## config.mk

```make
export PLATFORM = sky130hd
export DESIGN_NAME = srt_shift_timer
export DESIGN_NICKNAME = d
export VERILOG_FILES = /design/src/rtl/srt_pkg.sv /design/src/rtl/srt_tick.sv /design/src/rtl/srt_qual.sv /design/src/rtl/srt_cmp.sv /design/src/rtl/srt_shift_timer.sv
export SDC_FILE = /design/constraint.sdc
export NUM_CORES = 1
export LEC_CHECK = 0
export BUFFER_PORTS_ARGS = -buffer_cell sky130_fd_sc_hd__buf_2
export CAP_MARGIN = 20
export CORE_MARGIN = 5
export CORE_UTILIZATION = 45
export CTS_CLUSTER_SIZE = 12
export DETAILED_ROUTE_END_ITERATION = 10
export PLACE_DENSITY = 0.7
export RECOVER_POWER = 25
export SLEW_MARGIN = 20
export SYNTH_ARGS = -nofsm -noshare
export SYNTH_HDL_FRONTEND = slang
export SYNTH_SLANG_ARGS = --single-unit
```

## constraint.sdc

```tcl
create_clock -name clk -period 4.8 [get_ports clk]
set_input_delay 0.24 -clock clk [delete_from_list [all_inputs] [get_ports clk]]
set_output_delay 0.24 -clock clk [all_outputs]
set_load 0.1 [all_outputs]
```

## src/rtl/srt_pkg.sv

```systemverilog
package srt_pkg;

    typedef enum logic [2:0] {
        QM_OFF   = 3'd0,
        QM_RISE  = 3'd1,
        QM_FALL  = 3'd2,
        QM_BOTH  = 3'd3,
        QM_LEVEL = 3'd4
    } qual_mode_e;

    typedef enum logic [1:0] {
        OD_HIZ  = 2'd0,
        OD_HOLD = 2'd1,
        OD_LOW  = 2'd2,
        OD_HIGH = 2'd3
    } idle_drive_e;

    typedef enum logic [1:0] {
        TS_NONE = 2'd0,
        TS_HIT0 = 2'd1,
        TS_HIT1 = 2'd2,
        TS_LINE = 2'd3
    } trig_src_e;

    localparam int NUM_IN    = 5;
    localparam int IN_START  = 0;
    localparam int IN_RELOAD = 1;
    localparam int IN_STOP   = 2;
    localparam int IN_SHIFT  = 3;
    localparam int IN_SERIAL = 4;

    typedef struct packed {
        logic line;
        logic compl;
    } line_pair_t;

    // event value of one pin given its mode, current sample and tick-stored sample
    function automatic logic qualify(input logic [2:0] mode, input logic cur, input logic prv);
        case (mode)
            QM_RISE:  return cur & ~prv;
            QM_FALL:  return ~cur & prv;
            QM_BOTH:  return cur ^ prv;
            QM_LEVEL: return cur;
            default:  return 1'b0;
        endcase
    endfunction

    function automatic logic pick_trig(input logic [1:0] sel, input logic [1:0] hits, input logic line);
        case (sel)
            TS_HIT0: return hits[0];
            TS_HIT1: return hits[1];
            TS_LINE: return line;
            default: return 1'b0;
        endcase
    endfunction

endpackage

```

## src/rtl/srt_tick.sv

```systemverilog
module srt_tick #(
    parameter int DIV_BITS = 3
) (
    input  logic                clk,
    input  logic                rst,
    input  logic                en,
    input  logic [DIV_BITS-1:0] div,
    output logic                tick
);
    localparam int CW = (1 << DIV_BITS) - 1;

    logic [CW-1:0] cnt;
    logic [CW-1:0] mask;

    always_comb begin
        for (int i = 0; i < CW; i++) begin
            mask[i] = (i < int'(div));
        end
    end

    assign tick = en && ((cnt & mask) == mask);

    always_ff @(posedge clk) begin
        if (rst || !en) begin
            cnt <= '0;
        end else begin
            cnt <= cnt + 1'b1;
        end
    end
endmodule

```

## src/rtl/srt_qual.sv

```systemverilog
module srt_qual
    import srt_pkg::*;
#(
    parameter bit ALLOW_LEVEL = 1'b1
) (
    input  logic       clk,
    input  logic       rst,
    input  logic       en,
    input  logic       tick,
    input  logic [2:0] mode,
    input  logic       pin,
    output logic       evt
);
    logic       smp_q;
    logic       prv_q;
    logic [2:0] eff_mode;

    assign eff_mode = (!ALLOW_LEVEL && mode == QM_LEVEL) ? QM_OFF : mode;
    assign evt      = tick && qualify(eff_mode, smp_q, prv_q);

    always_ff @(posedge clk) begin
        if (rst) begin
            smp_q <= 1'b0;
            prv_q <= 1'b0;
        end else begin
            smp_q <= pin;
            if (!en || tick) begin
                prv_q <= smp_q;
            end
        end
    end
endmodule

```

## src/rtl/srt_cmp.sv

```systemverilog
module srt_cmp #(
    parameter int W = 16
) (
    input  logic         clk,
    input  logic         rst,
    input  logic         load,
    input  logic [W-1:0] ld_cmp,
    input  logic [W-1:0] ld_buf,
    input  logic         swap_en,
    input  logic         upd,
    input  logic [W-1:0] nxt,
    output logic         hit
);
    logic [W-1:0] cmp_q;
    logic [W-1:0] buf_q;
    logic         match;

    assign match = upd && (nxt == cmp_q);

    always_ff @(posedge clk) begin
        if (rst) begin
            cmp_q <= '0;
            buf_q <= '0;
            hit   <= 1'b0;
        end else begin
            hit <= match;
            if (load) begin
                cmp_q <= ld_cmp;
                buf_q <= ld_buf;
            end else if (match && swap_en) begin
                cmp_q <= buf_q;
                buf_q <= cmp_q;
            end
        end
    end
endmodule

```

## src/rtl/srt_shift_timer.sv

```systemverilog
module srt_shift_timer
    import srt_pkg::*;
#(
    parameter int W        = 16,
    parameter int DIV_BITS = 3
) (
    input  logic                clk,
    input  logic                rst,
    input  logic                en,
    input  logic                cfg_wr,
    input  logic [DIV_BITS-1:0] cfg_div,
    input  logic [W-1:0]        cfg_taps,
    input  logic [W-1:0]        cfg_cmp0,
    input  logic [W-1:0]        cfg_buf0,
    input  logic [W-1:0]        cfg_cmp1,
    input  logic [W-1:0]        cfg_buf1,
    input  logic [1:0]          cfg_swap,
    input  logic [1:0]          cfg_irq_en,
    input  logic                cfg_inv_line,
    input  logic                cfg_inv_compl,
    input  logic [2:0]          cfg_mode_start,
    input  logic [2:0]          cfg_mode_reload,
    input  logic [2:0]          cfg_mode_stop,
    input  logic [2:0]          cfg_mode_shift,
    input  logic [2:0]          cfg_mode_serial,
    input  logic [1:0]          cfg_idle,
    input  logic [1:0]          cfg_trig0,
    input  logic [1:0]          cfg_trig1,
    input  logic                pin_start,
    input  logic                pin_reload,
    input  logic                pin_stop,
    input  logic                pin_shift,
    input  logic                pin_serial,
    output logic [W-1:0]        count_o,
    output logic                line_o,
    output logic                line_oe,
    output logic                compl_o,
    output logic                compl_oe,
    output logic [1:0]          hit_o,
    output logic [1:0]          irq_o,
    output logic [1:0]          trig_o
);
    localparam int NCMP = 2;

    logic              tick;
    logic [NUM_IN-1:0] pins;
    logic [NUM_IN-1:0] evt;
    logic [2:0]        modes [NUM_IN];
    logic [W-1:0]      reg_q, nxt;
    logic              run_q, run_d, upd;
    logic [NCMP-1:0]   hit_w;
    logic [W-1:0]      ld_cmp [NCMP];
    logic [W-1:0]      ld_buf [NCMP];
    line_pair_t        live, hold_q, drv;
    logic              drv_oe;
    logic              tap_xor;

    assign pins = {pin_serial, pin_shift, pin_stop, pin_reload, pin_start};

    always_comb begin
        modes[IN_START]  = cfg_mode_start;
        modes[IN_RELOAD] = cfg_mode_reload;
        modes[IN_STOP]   = cfg_mode_stop;
        modes[IN_SHIFT]  = cfg_mode_shift;
        modes[IN_SERIAL] = cfg_mode_serial;
    end

    srt_tick #(.DIV_BITS(DIV_BITS)) u_tick (
        .clk (clk),
        .rst (rst),
        .en  (en),
        .div (cfg_div),
        .tick(tick)
    );

    // level mode is honoured only from the stop pin upward
    generate
        for (genvar g = 0; g < NUM_IN; g++) begin : g_in
            srt_qual #(.ALLOW_LEVEL(g >= IN_STOP)) u_qual (
                .clk (clk),
                .rst (rst),
                .en  (en),
                .tick(tick),
                .mode(modes[g]),
                .pin (pins[g]),
                .evt (evt[g])
            );
        end
    endgenerate

    // priority: disable, stop, reload, start, shift
    always_comb begin
        nxt   = reg_q;
        upd   = 1'b0;
        run_d = run_q;
        if (!en) begin
            run_d = 1'b0;
        end else if (evt[IN_STOP]) begin
            run_d = 1'b0;
        end else if (evt[IN_RELOAD]) begin
            nxt   = '0;
            run_d = 1'b1;
            upd   = 1'b1;
        end else if (evt[IN_START]) begin
            run_d = 1'b1;
        end else if (run_q && evt[IN_SHIFT]) begin
            nxt = {evt[IN_SERIAL], reg_q[W-1:1]};
            upd = 1'b1;
        end
    end

    always_ff @(posedge clk) begin
        if (rst) begin
            reg_q <= '0;
            run_q <= 1'b0;
        end else begin
            reg_q <= nxt;
            run_q <= run_d;
        end
    end

    assign ld_cmp[0] = cfg_cmp0;
    assign ld_buf[0] = cfg_buf0;
    assign ld_cmp[1] = cfg_cmp1;
    assign ld_buf[1] = cfg_buf1;

    generate
        for (genvar k = 0; k < NCMP; k++) begin : g_cmp
            srt_cmp #(.W(W)) u_cmp (
                .clk    (clk),
                .rst    (rst),
                .load   (cfg_wr),
                .ld_cmp (ld_cmp[k]),
                .ld_buf (ld_buf[k]),
                .swap_en(cfg_swap[k]),
                .upd    (upd),
                .nxt    (nxt),
                .hit    (hit_w[k])
            );
        end
    endgenerate

    assign tap_xor    = ^(reg_q & cfg_taps);
    assign live.line  = tap_xor ^ cfg_inv_line;
    assign live.compl = ~tap_xor ^ cfg_inv_compl;

    always_ff @(posedge clk) begin
        if (rst) begin
            hold_q <= '0;
        end else if (en) begin
            hold_q <= live;
        end
    end

    always_comb begin
        drv    = live;
        drv_oe = 1'b1;
        if (!en) begin
            case (cfg_idle)
                OD_HIZ: begin
                    drv    = '0;
                    drv_oe = 1'b0;
                end
                OD_HOLD: drv = hold_q;
                OD_LOW:  drv = '0;
                default: drv = '1;
            endcase
        end
    end

    assign count_o  = reg_q;
    assign line_o   = drv.line;
    assign compl_o  = drv.compl;
    assign line_oe  = drv_oe;
    assign compl_oe = drv_oe;
    assign hit_o    = hit_w;
    assign irq_o    = hit_w & cfg_irq_en;
    assign trig_o   = {pick_trig(cfg_trig1, hit_w, drv.line), pick_trig(cfg_trig0, hit_w, drv.line)};

endmodule

```

==> results summary <==
The worst hold endpoint is g_in[0].u_qual.smp_q. The synthesized-area fraction occupied by adder cells is 2.469%. The average cell area after synthesis came out at 8.499 um2. STA classifies the critical path startpoint as a flop. The most common cell after layout, fill and taps aside is nor2_1. The cell family contributing the most delay on the critical path is simple AND/OR/NAND/NOR gates.

The clock slew seen by the registers of the worst setup and hold paths is about 0.07 ns. Across every metal layer, demand over resource in global routing totals 20.80%. The ratio of total power to cell area came out at between 200 and 300 nW/um2. The cell with the largest stage delay on the worst path is nor3_2.

The number of instances in the synthesized netlist came out at 656. The area share of the largest cell type after synthesis is a little over a third. In this run the critical register-to-register path is launched from g_in[1].u_qual.prv_q.

The sequential share of the synthesized area is 36.62%. The logic depth of the worst register-to-register path is 15. Clock latency on the worst-skew pair, taken at its later pin, is approximately 0.35 ns. The initial antenna violation count was 0. Counting flops with a built-in enable in the synthesized netlist gives 0.

The CTS buffer count is 9. The startpoint-to-endpoint class of the critical path is reg2reg. The maximum vdd drop came out at roughly 0.13 mV. Summing the areas of all compound-gate instances in the mapped netlist gives 22.78% of the synthesized area.

Yosys attributes the largest share of cell area to dfxtp_1 37%, nor2_1 9.0%, mux2i_1 6.3%. In this run the critical register-to-register path is captured at g_cmp[1].u_cmp.cmp_q[6]. The worst setup path is captured at a flop. Once the clock tree was built, the setup fixing pass inserted 0 buffers. The standby leakage power came out at 0.002495 uW. The maximum count of clock buffers along a single path is 2. The share of layout cells above drive strength 1 is 19.77%. The tree is rooted in a clkbuf_16. After routing the design area is 6604 um2. The number of global-route vias before repair is 5166. The detailed router's first-iteration violation count is 250. The layout overhead on the synthesized area is 18.45%. The number of nets with antenna violations after routing is 0.

The portion of the clock cycle consumed by the worst path in the final layout is 92.98%. In this run the most critical hold path is launched from pin_start. The number of sinks on the clock net is 102. The final reports fail on capacitance limit, slew limit. OpenSTA, run right after detailed placement, puts the worst setup slack at 0.4506 ns. The layout net count came out at 904. The synthesized design spends more area on one cell type than any other, namely dfxtp_1. After synthesis, the netlist uses 56 different library cells. The number of failing hold endpoints at the final stage is 0. The run finished, with violations left. TritonCTS built the clock tree. The post-route clock skew came out at slightly below 0.009 ns.

The cell occurring most often along the worst timing path is buf_4. The post-cts resize count is 0. Detailed placement ended at an HPWL of about 12 mm.

The reg-to-reg setup timing slack is 0.34 ns. The final critical-path setup slack came out at about 0.34 ns. The largest net degree at the start of global routing is 63. Setup repair after global routing left no endpoint under its margin. The largest family of logic cells by synthesized area is compound AO/OA/AOI/OAI gates.

The die extent in x is 121.3 um. Walking the worst path, the cells encountered are inv_1, ha_1, nand2b_1, a311o_1, o2111ai_1, nor3_2, buf_4, a22oi_1, xnor2_1, nor4_1, and4_1, buf_4, and2_1, buf_4, a2111oi_0. The global-route wire length before repair came out at between 20 and 25 mm. The area inside the core boundary is 12060 um2. The aggregate negative setup slack is 0 ns. The proportion of register bits with asynchronous set or reset after synthesis came out at 0%. The synthesized netlist devotes between 10% and 20% of its cell area to simple gates. Along the worst hold path, the cell count comes to 2.

The required time of the worst setup path is 4.93 ns. In the routed layout, each cell is associated on average with a via count of roughly 5.5. The die outline area is 14720 um2. In the layout the commonest cells are 133 x nor2_1, 124 x buf_2, 102 x dfxtp_1. The number of buffer and inverter stages on the critical path is 4. The final critical-path required period is between 4 and 5 ns.

The warning count from the yosys run came out at 0. The hold slack came out at about 0.10 ns. The overall die height came out at 121.3 um. The number of nets handed over by synthesis was 786. Once placement finished, the instance area stood at 6352 um2.

The site row count is 40. The netlist area before placement is around 5600 um2. The number of setup violations in the final report came out at 0. The global route total overflow came out at 0. At the worst endpoint, the arrival time is ~4.6 ns. The pin slew with the least headroom to its limit is 2.357 ns. 145 I/O pins were placed. The starting density of the core came out at 46.22%. Counting flops and latches in the post-synthesis netlist gives 102. The number of antenna diodes in the final layout is 0.

The parity-gate share of the synthesized area counting xor and xnor cells came out at under 10%. The delay of the slowest cell on the worst path came out at 0.84 ns. The overall routed net length came out at about 15 mm. The final weighted congestion of routability-driven global placement came out at about 0.87. The H-tree depth is 3.

The utilization after layout came out at 54.75%. After detailed routing, the number of remaining DRC violations is 0. The achievable frequency came out at 224.1 MHz. The most used flip-flop cell after synthesis is dfxtp_1. The min-delay analysis places its worst path in the category in2reg.

The max-slew violation count is between 90 and 100. The count of max-cap constraint violations came out at 2. The number of buffers added to fix hold violations after cts came out at 0. The number of I/O port buffers came out at about 140. Multiplexer cells account for 6.284% of the synthesized area. The largest fanout on the critical path came out at 33.

The total via count after detailed routing came out at 5213. The worst relative slew slack came out at -57.12%. The detailed-router iteration count before antenna repair is 5.

The detailed-route wire length per cell is 16.35 um.
-- report_power, final --
group | switching [uW] | internal [uW] | total [uW]
Sequential | 32.5 | 890 | 922
Clock | 317 | 382 | 699
Combinational | 145 | 110 | 255
Total | 494 | 1380 | 1880
-- routing by layer --
layer / share of wire (%) / global-route usage, %
met1: 44 / 25.81
met2: 49 / 35.47
met3: 5.2 / 3.916
met4: 2.2 / 8.193
met5: 0 / 0
-- logic make-up after synthesis --
family,Yosys count
AND/OR/NAND/NOR,237
AO/OA/AOI/OAI,165
flip-flops,102
buffers and inverters,62
XOR/XNOR,44
multiplexers,35
adder cells (fa/ha/maj),11
-- synthesized netlist by cell type (all sizes together), types with 2 or more instances --
cell type and number:
nand3b 4, a21oi 16, o21ai 11, nand3 9
a211oi 31, o211ai 2, nor2b 9, ha 11
nor3 5, a32oi 2, a21boi 33, nand2b 12
nor4 10, and4 3, dfxtp 102, or3 3
buf 10, nand4 4, xnor2 37, a32o 2
or2 2, inv 18, and2 5, nor2 133
xor2 7, nand2 34, mux2i 35, a2111oi 32
clkbuf 34, a31oi 2, a22oi 17, a221o 5
-- how the worst max path moves through the flow --
stage	end	startpoint	cells past startpoint	slack, ns
2_1_floorplan	trig_o[0]	count_o[15]	10	0.004
3_3_place_gp	g_cmp[1].u_cmp.cmp_q[7]	g_in[3].u_qual.prv_q	15	0.69
3_5_place_dp	g_cmp[1].u_cmp.cmp_q[6]	g_in[1].u_qual.prv_q	15	0.45
4_1_cts	g_cmp[1].u_cmp.cmp_q[6]	g_in[1].u_qual.prv_q	15	0.42
5_1_grt	g_cmp[1].u_cmp.cmp_q[6]	g_in[1].u_qual.prv_q	15	0.004
6_report	g_cmp[1].u_cmp.cmp_q[6]	g_in[1].u_qual.prv_q	15	0.34
-- registers in the layout, indices dropped and copies added (netlist names) --
register,cells
g_cmp.u_cmp.buf_q,32
count_o,16
g_cmp.u_cmp.hit,2
g_cmp.u_cmp.cmp_q,32
u_tick.cnt,7
g_in.u_qual.prv_q,5
hold_q,2
run_q,1
g_in.u_qual.smp_q,5
-- through the flow --
stage	instances	power (uW)
final	947	1876
after detailed placement	931	1195
after global routing	947	1961
after floorplan	656	1097
after global placement	931	1182
after CTS	947	1893
-- final cells by class --
cell class | count | area (um2)
Clock buffer | 14 | 264.0
Multi-Input combinational cell | 492 | 3247
Fill cell | 1157 | 5458
Tap cell | 168 | 210.2
Clock inverter | 2 | 16.27
Timing Repair Buffer | 151 | 757.0
Sequential cell | 102 | 2042
Inverter | 18 | 67.56
Note: power is estimated with default switching activity, not from simulation.
